**config.mk**
```make
export PLATFORM = sky130hd
export DESIGN_NAME = i2c_bus_watch
export DESIGN_NICKNAME = d
export VERILOG_FILES = /design/src/rtl/i2c_mon_pkg.sv /design/src/rtl/i2c_line_sampler.sv /design/src/rtl/i2c_cond_detect.sv /design/src/rtl/i2c_bus_state.sv /design/src/rtl/i2c_irq_ctrl.sv /design/src/rtl/i2c_bus_watch.sv
export SDC_FILE = /design/constraint.sdc
export NUM_CORES = 1
export LEC_CHECK = 0
export ABC_CLOCK_PERIOD_IN_PS = 850
export BUFFER_PORTS_ARGS = -buffer_cell sky130_fd_sc_hd__buf_2
export CORE_AREA = 2 2 39 41
export CTS_CLUSTER_SIZE = 30
export DETAILED_ROUTE_END_ITERATION = 8
export DIE_AREA = 0 0 41 43
export PLACE_DENSITY = 0.55
export REMOVE_ABC_BUFFERS = 1
export SETUP_SLACK_MARGIN = 0.02
export SLEW_MARGIN = 20
export SYNTH_ARGS = -nofsm -noshare
export SYNTH_HDL_FRONTEND = slang
export SYNTH_SLANG_ARGS = --single-unit
```
**constraint.sdc**
```tcl
create_clock -name clk -period 0.85 [get_ports clk]
set_input_delay 0.1275 -clock clk [delete_from_list [all_inputs] [get_ports clk]]
set_output_delay 0.1275 -clock clk [all_outputs]
set_load 0.01 [all_outputs]
```
**src/rtl/i2c_mon_pkg.sv**
```systemverilog
// Package: types and event indices shared by the bus monitor modules.
// Assumes: wire levels are already in the local clock domain.
package i2c_mon_pkg;

    // Snapshot of both bus wires at one sampling edge.
    typedef struct packed {
        logic scl;
        logic sda;
    } line_t;

    // Level of an idle, pulled-up bus.
    localparam line_t LINE_IDLE = '{scl: 1'b1, sda: 1'b1};

    // Interrupt event sources; the order only selects the bit in the event vector.
    typedef enum int unsigned {
        EV_START = 0,
        EV_STOP  = 1,
        EV_BYTE  = 2
    } ev_idx_e;

    localparam int unsigned NUM_EV = 3;

endpackage

```
**src/rtl/i2c_line_sampler.sv**
```systemverilog
// Module: i2c_line_sampler
// Keeps a short history of the bus wire levels so that the condition detector
// can compare the newest sample with the one before it.
// Assumes: inputs are already synchronised. The history resets to the idle
// level, so a quiet bus produces no condition after reset.
module i2c_line_sampler
    import i2c_mon_pkg::*;
#(
    parameter int unsigned DEPTH = 2
) (
    input  logic  clk,
    input  logic  rst_n,
    input  line_t line_in,
    output line_t cur,
    output line_t prev
);

    line_t hist [DEPTH];

    generate
        for (genvar g = 0; g < DEPTH; g++) begin : g_stage
            if (g == 0) begin : g_head
                // Capture the incoming wire levels.
                always_ff @(posedge clk) begin
                    if (!rst_n) hist[g] <= LINE_IDLE;
                    else        hist[g] <= line_in;
                end
            end else begin : g_tail
                // Age the sample by one more cycle.
                always_ff @(posedge clk) begin
                    if (!rst_n) hist[g] <= LINE_IDLE;
                    else        hist[g] <= hist[g-1];
                end
            end
        end
    endgenerate

    assign cur  = hist[0];
    assign prev = hist[1];

endmodule

```
**src/rtl/i2c_cond_detect.sv**
```systemverilog
// Module: i2c_cond_detect
// Decodes start and stop from two consecutive samples. The clock wire must be
// high in both samples, so data-bit changes under a low clock, and changes
// that coincide with a clock edge, are not framing.
// Assumes: the samples come from i2c_line_sampler.
module i2c_cond_detect
    import i2c_mon_pkg::*;
(
    input  line_t cur,
    input  line_t prev,
    output logic  start_det,
    output logic  stop_det
);

    logic clk_held_high;

    // Qualify on a clock wire that stayed high across the sample pair.
    always_comb begin
        clk_held_high = cur.scl & prev.scl;
        start_det     = clk_held_high &  prev.sda & ~cur.sda;
        stop_det      = clk_held_high & ~prev.sda &  cur.sda;
    end

endmodule

```
**src/rtl/i2c_bus_state.sv**
```systemverilog
// Module: i2c_bus_state
// Holds the sticky start and stop history and derives bus ownership from it.
// Each condition sets its own bit and clears the other one. Disable and reset
// clear both bits.
// Assumes: start and stop never arrive in the same cycle.
module i2c_bus_state (
    input  logic clk,
    input  logic rst_n,
    input  logic enable,
    input  logic start_det,
    input  logic stop_det,
    output logic s_bit,
    output logic p_bit,
    output logic free
);

    // Track the most recent framing condition.
    always_ff @(posedge clk) begin
        if (!rst_n || !enable) begin
            s_bit <= 1'b0;
            p_bit <= 1'b0;
        end else if (start_det) begin
            s_bit <= 1'b1;
            p_bit <= 1'b0;
        end else if (stop_det) begin
            s_bit <= 1'b0;
            p_bit <= 1'b1;
        end
    end

    // The bus is free after a stop, or when no condition has been seen since reset or disable.
    always_comb begin
        free = p_bit | (~s_bit & ~p_bit);
    end

endmodule

```
**src/rtl/i2c_irq_ctrl.sv**
```systemverilog
// Module: i2c_irq_ctrl
// Merges the event sources into a one-cycle pulse and a sticky flag. A new
// event takes priority over a clear in the same cycle, so no event is lost.
// The request output is the flag gated by its enable.
// Assumes: sources are single-cycle strobes.
module i2c_irq_ctrl #(
    parameter int unsigned N_SRC = 3
) (
    input  logic             clk,
    input  logic             rst_n,
    input  logic             enable,
    input  logic [N_SRC-1:0] src,
    input  logic             clr,
    input  logic             irq_en,
    output logic             flag,
    output logic             pulse,
    output logic             req
);

    logic [N_SRC-1:0] src_q;
    logic             any_ev;

    generate
        for (genvar g = 0; g < N_SRC; g++) begin : g_src
            // Mask each source while the monitor is disabled.
            always_comb src_q[g] = src[g] & enable;
        end
    endgenerate

    // Reduce the masked sources to a single hit.
    always_comb any_ev = |src_q;

    // Register the single-cycle event pulse.
    always_ff @(posedge clk) begin
        if (!rst_n) pulse <= 1'b0;
        else        pulse <= any_ev;
    end

    // Sticky flag: set wins over clear; disable forces it low.
    always_ff @(posedge clk) begin
        if (!rst_n || !enable) flag <= 1'b0;
        else if (any_ev)       flag <= 1'b1;
        else if (clr)          flag <= 1'b0;
    end

    // Gate the flag onto the request output.
    always_comb req = flag & irq_en;

endmodule

```
**src/rtl/i2c_bus_watch.sv**
```systemverilog
// Module: i2c_bus_watch (top)
// Start/stop monitor for a multi-master two-wire bus: keeps the sticky condition
// history, reports whether the bus may be claimed, and raises interrupts on
// framing conditions and on byte completion.
// Assumes: scl_i/sda_i are synchronised; byte_done is a one-cycle strobe.
module i2c_bus_watch
    import i2c_mon_pkg::*;
(
    input  logic clk,
    input  logic rst_n,
    input  logic mon_en,
    input  logic scl_i,
    input  logic sda_i,
    input  logic byte_done,
    input  logic irq_en,
    input  logic irq_clr,
    output logic start_seen,
    output logic stop_seen,
    output logic bus_free,
    output logic irq_flag,
    output logic evt_o,
    output logic irq_o
);

    line_t            line_now;
    line_t            s_cur;
    line_t            s_prev;
    logic             start_det;
    logic             stop_det;
    logic [NUM_EV-1:0] ev_vec;

    // Pack the wire levels into one sample.
    always_comb begin
        line_now.scl = scl_i;
        line_now.sda = sda_i;
    end

    i2c_line_sampler #(.DEPTH(2)) u_samp (
        .clk     (clk),
        .rst_n   (rst_n),
        .line_in (line_now),
        .cur     (s_cur),
        .prev    (s_prev)
    );

    i2c_cond_detect u_det (
        .cur       (s_cur),
        .prev      (s_prev),
        .start_det (start_det),
        .stop_det  (stop_det)
    );

    i2c_bus_state u_state (
        .clk       (clk),
        .rst_n     (rst_n),
        .enable    (mon_en),
        .start_det (start_det),
        .stop_det  (stop_det),
        .s_bit     (start_seen),
        .p_bit     (stop_seen),
        .free      (bus_free)
    );

    // Build the event vector by source index.
    always_comb begin
        ev_vec           = '0;
        ev_vec[EV_START] = start_det;
        ev_vec[EV_STOP]  = stop_det;
        ev_vec[EV_BYTE]  = byte_done;
    end

    i2c_irq_ctrl #(.N_SRC(NUM_EV)) u_irq (
        .clk    (clk),
        .rst_n  (rst_n),
        .enable (mon_en),
        .src    (ev_vec),
        .clr    (irq_clr),
        .irq_en (irq_en),
        .flag   (irq_flag),
        .pulse  (evt_o),
        .req    (irq_o)
    );

endmodule

```
Yosys cells after proc, flatten, opt, wreduce, memory -nomap -nowiden
Memory sizes are Yosys's and may differ from the RTL's. Cells that the tools add are included.

Logic and storage cells: 37. Memory bits (writable): 4. Bits in registers: 4. Memories kept: 1. Input bits: 8.

Memories: u_samp.hist (depth 2, bits a word 2, rd ports 2, clocked after Yosys merged registers in 0, wr ports 2, RTL line i2c_line_sampler.sv:18) `line_t hist [DEPTH];`.

Multiplexer cells: 8. Reduce and logical (&&, ||, !) cells: 7. Bitwise logic cells: 17.

Operators with widths (count): 1-bit bitwise AND (10); 1-bit 2-to-1 mux (6); 2-bit 2-to-1 mux (2); 1-bit inverter (4); 2-bit nonzero test (2); 1-bit bitwise OR (3); 3-bit OR reduction (1); 1-bit zero test (2); 2-bit OR reduction (1); 1-bit logical OR (1).

Logic depth before layout (Yosys ltp)
Word-level depth: 6. Mapped depth: 3. Mapped depth without buffers: 3.

Cells and area by module
A second synthesis with hierarchy kept.

Cell total of the unflattened synthesis: 27. Area total of the unflattened synthesis: 277.8 um^2.

Modules (own cells, without submodules): i2c_line_sampler (sequential area each 80.1 um^2, times used 1, area each 105.1 um^2, cells each 8); i2c_bus_state (sequential area each 40.0 um^2, times used 1, area each 77.6 um^2, cells each 9); i2c_irq_ctrl (sequential area each 40.0 um^2, times used 1, area each 75.1 um^2, cells each 8); i2c_cond_detect (sequential area each 0.0 um^2, times used 1, area each 20.0 um^2, cells each 2).

Least setup slack after synthesis
No wires, ideal clock.

Path kind: flip-flop to flip-flop. From: memory u_samp.hist[0][0] (netlist name). To: register u_irq.flag. Arrival time: 725 ps. Cell stages (with the launch flop): 4. Data required time: 726 ps. Clock period less this slack: 849 ps. Path buffers: 0. Library setup time: 124 ps. Setup slack: 1 ps. Cells stage by stage: dfxtp_1 -> xor2_1 -> a31oi_1 -> a21oi_1.

RTL lines: from (decl) (RTL line i2c_line_sampler.sv:18); to (signal assigned) (RTL line i2c_irq_ctrl.sv:41) `if (!rst_n || !enable) flag <= 1'b0;`; to (signal assigned) (RTL line i2c_irq_ctrl.sv:42) `else if (any_ev) flag <= 1'b1;`; to (signal assigned) (RTL line i2c_irq_ctrl.sv:43) `else if (clr) flag <= 1'b0;`; to (decl) (RTL line i2c_irq_ctrl.sv:15) `output logic flag,`.

Final worst setup path
From: register u_state.p_bit. To: output bus_free.

Word-level cells in the longest chain between the ends: 3.

Ends and longest elaborated chain: from (decl) (RTL line i2c_bus_state.sv:13) `output logic p_bit,`; from (signal assigned) (RTL line i2c_bus_state.sv:21) `p_bit <= 1'b0;`; from (signal assigned) (RTL line i2c_bus_state.sv:24) `p_bit <= 1'b0;`; from (signal assigned) (RTL line i2c_bus_state.sv:27) `p_bit <= 1'b1;`; 1-bit inverter (RTL line i2c_bus_state.sv:33) `free = p_bit | (~s_bit & ~p_bit);`; 1-bit bitwise AND (RTL line i2c_bus_state.sv:33); 1-bit bitwise OR (*) (RTL line i2c_bus_state.sv:33); to (decl) (RTL line i2c_bus_watch.sv:19) `output logic bus_free,`.

Every way passes the cells marked *; elsewhere a longest branch is shown, timed or not.

==> results_dict.tcl <==
set metrics [dict create \
    status "finished with violations" \
    failed_checks "setup timing" \
    tns_ns -0.273 \
    cp-startpoint "u_state.p_bit$_SDFFE_PP0P_" \
    io_pins 14 \
    grt_usage_pct 7.76 \
    power_frac_clock_pct 35.9 \
    worst-setup-path-type "flop to output pin" \
    grt_pass1_wl_um 841 \
    fmax_mhz 1060 \
    powerDensity_nw_per_um2 1580 \
    reg2reg_depth 3 \
    yosysSeqAreaShare_pct 56.6 \
    synth-seq-cells 8 \
    cts_tree "yes" \
    rows 14 \
    core_area_um2 1380 \
    vias 267 \
    synth.avg_cell_area_um2 10.1 \
    rr_endpoint "u_state.s_bit$_SDFFE_PP0P_" \
    dp_hpwl_um 419 \
    whs_ns 0.0566 \
    viasPerCell 4.17 \
    postRouteAntennaNets 0 \
    cp.required_ns 0.72 \
    gp_congestion 0.670 \
    grt_pass1_vias 211 \
    portBuffers 13 \
    power_frac_seq_pct 51.9 \
    fillCellCount 144 \
    syn_area_um2 283 \
    die_y_um 43 \
    cp-end-kind "output pin" \
    routedWlPerCell_um 8.72 \
    cts-root-buf "clkbuf_4" \
    grt_overflow_total 0 \
    path_clk_slew_ns 0.05 \
    clockBufferDepth 2 \
    r2r_start "u_state.s_bit$_SDFFE_PP0P_" \
    critical_path.max_fanout 3 \
    cp.arrival_ns 0.81 \
    drtIter0Drc 3 \
    critPathLaunchType "flop" \
    finalHoldViolCount 0 \
    setup_slack_ns -0.0912 \
    slew-limit-headroom_pct 87.7 \
    swShare_pct 22.2 \
    cts-buffers-inserted 3 \
    htreeDepth 1 \
    clock_skew_ns 0.00547 \
    layout.nets 58 \
    numClockSinks 8 \
    fin_crit_sh_pct 111 \
    p_int_uw 610 \
    setup_violations 6 \
    firstDrtPassIters 3 \
    die_w_um 41 \
    diodes 0 \
    worst_pin_slew_ns 0.184 \
    p_comb_share_pct 12.1 \
    antenna_found_initial 0 \
    power_leakage_uw 0.000214 \
    final_util_pct 35.8 \
    clk_latency_ns 0.25 \
    slew_viol_final 0 \
    drive_gt1_share_pct 66.7 \
    layout_min_cycle_time_ns 0.941 \
    ys_warn_count 0 \
    ir_drop_mv 0.734 \
    drc 0 \
    yosysUniqueCellTypes 14 \
    rsz0062_at_grt "true" \
    dieArea_um2 1760 \
    syn_to_final_growth_pct 75.2 \
    hp-class "primary input to flop" \
    power_switching_uw 174 \
    grt_max_degree 7 \
    cap_violations 0 \
    wl_um 558 \
    regToRegSetupSlack_ns -0.01 \
    syn_inst 28 \
    endpoint "bus_free" \
    start_util_pct 20.4 \
]
timing repair:
| action | in CTS | in global routing |
|---|---|---|
| hold buffers | 0 | 0 |
| endpoints found under the setup margin | 8 | 9 |
| pin swaps | 2 | 1 |
| gates resized for setup | 6 | 13 |
| setup buffers | 2 | 1 |
flip-flops by register name, summed over array words and instances, names as in the netlist:
| register | cells |
|---|---|
| u_samp.hist | 4 |
| u_irq.flag | 1 |
| u_irq.pulse | 1 |
| u_state.p_bit | 1 |
| u_state.s_bit | 1 |
layer usage:
layer	vias to the layer above	part of all wire, %	GRT usage (%)
met3	0	13	7.85
met5	-	0	0
met1	112	39	8.79
met4	0	0	2.00
met2	16	47	10.0
li1	139	-	-
final cells by class:
class | instances | area [um2] | share of cell area (%)
Clock buffer | 3 | 22.5 | 4.55
Tap cell | 16 | 20.0 | 4.04
Timing Repair Buffer | 17 | 124 | 25.0
Sequential cell | 8 | 174 | 35.1
Multi-Input combinational cell | 20 | 155 | 31.3
worst max-delay path, cell delays in order (launching register included):
cell and delay [ns]:
dfxtp_2 0.32, nand2b_4 0.13, buf_6 0.11
stage by stage:
step / total power (uW) / area [um2] / instances / setup slack, ns
5_1_grt: 832 / 495 / 64 / -0.123
6_report: 784 / 495 / 64 / -0.0912
3_5_place_dp: 485 / 375 / 58 / -0.0220
2_1_floorplan: 446 / 283 / 28 / 0.000528
4_1_cts: 782 / 425 / 63 / -0.110
3_3_place_gp: 483 / 375 / 58 / -0.0103
worst min path at each step:
stage,cells past startpoint,end,start
finish,2,u_samp.hist[0][0]$_SDFF_PN1_,sda_i
CTS,2,u_samp.hist[0][0]$_SDFF_PN1_,sda_i
detailed placement,2,u_samp.hist[0][0]$_SDFF_PN1_,sda_i
floorplan,1,u_samp.hist[0][0]$_SDFF_PN1_,rst_n
global placement,2,u_samp.hist[0][0]$_SDFF_PN1_,sda_i
global route,2,u_samp.hist[0][1]$_SDFF_PN1_,scl_i
power groups by stage:
stage          Sequential [uW]  Combinational (uW)  Clock, uW
2_1_floorplan              415                30.8          0
3_5_place_dp               413                71.8          0
5_1_grt                    410                 105        317
6_report                   407                95.1        282
4_1_cts                    407                77.4        298
3_3_place_gp               412                71.1          0
synthesized netlist by cell type:
library cell / n / area share (%)
nor2_1: 1 / 1.3
nand2_2: 1 / 2.2
o21ai_1: 1 / 1.8
nand2b_1: 5 / 11
a31oi_1: 2 / 4.4
and2_1: 1 / 2.2
dfxtp_1: 8 / 57
a21oi_1: 2 / 3.5
and3b_1: 1 / 3.1
nand2_1: 1 / 1.3
nand3_1: 2 / 3.5
or2b_1: 1 / 2.7
o32ai_1: 1 / 3.1
xor2_1: 1 / 3.1
layout by cell type (no fill, tap or decap), drive strengths merged:
| cell type | n |
|---|---|
| or2b | 1 |
| a31oi | 2 |
| nand2b | 5 |
| a21oi | 2 |
| clkbuf | 3 |
| nand3 | 2 |
| nor2 | 1 |
| o32ai | 1 |
| o21ai | 1 |
| nand2 | 2 |
| dfxtp | 8 |
| xor2 | 1 |
| buf | 17 |
| and3b | 1 |
| and2 | 1 |
cell families after synthesis:
family / synth area share (%)
simple gates: 27.4
flops: 56.6
compound gates: 12.8
xor+xnor: 3.10
Power figures use the tool's default switching activity.
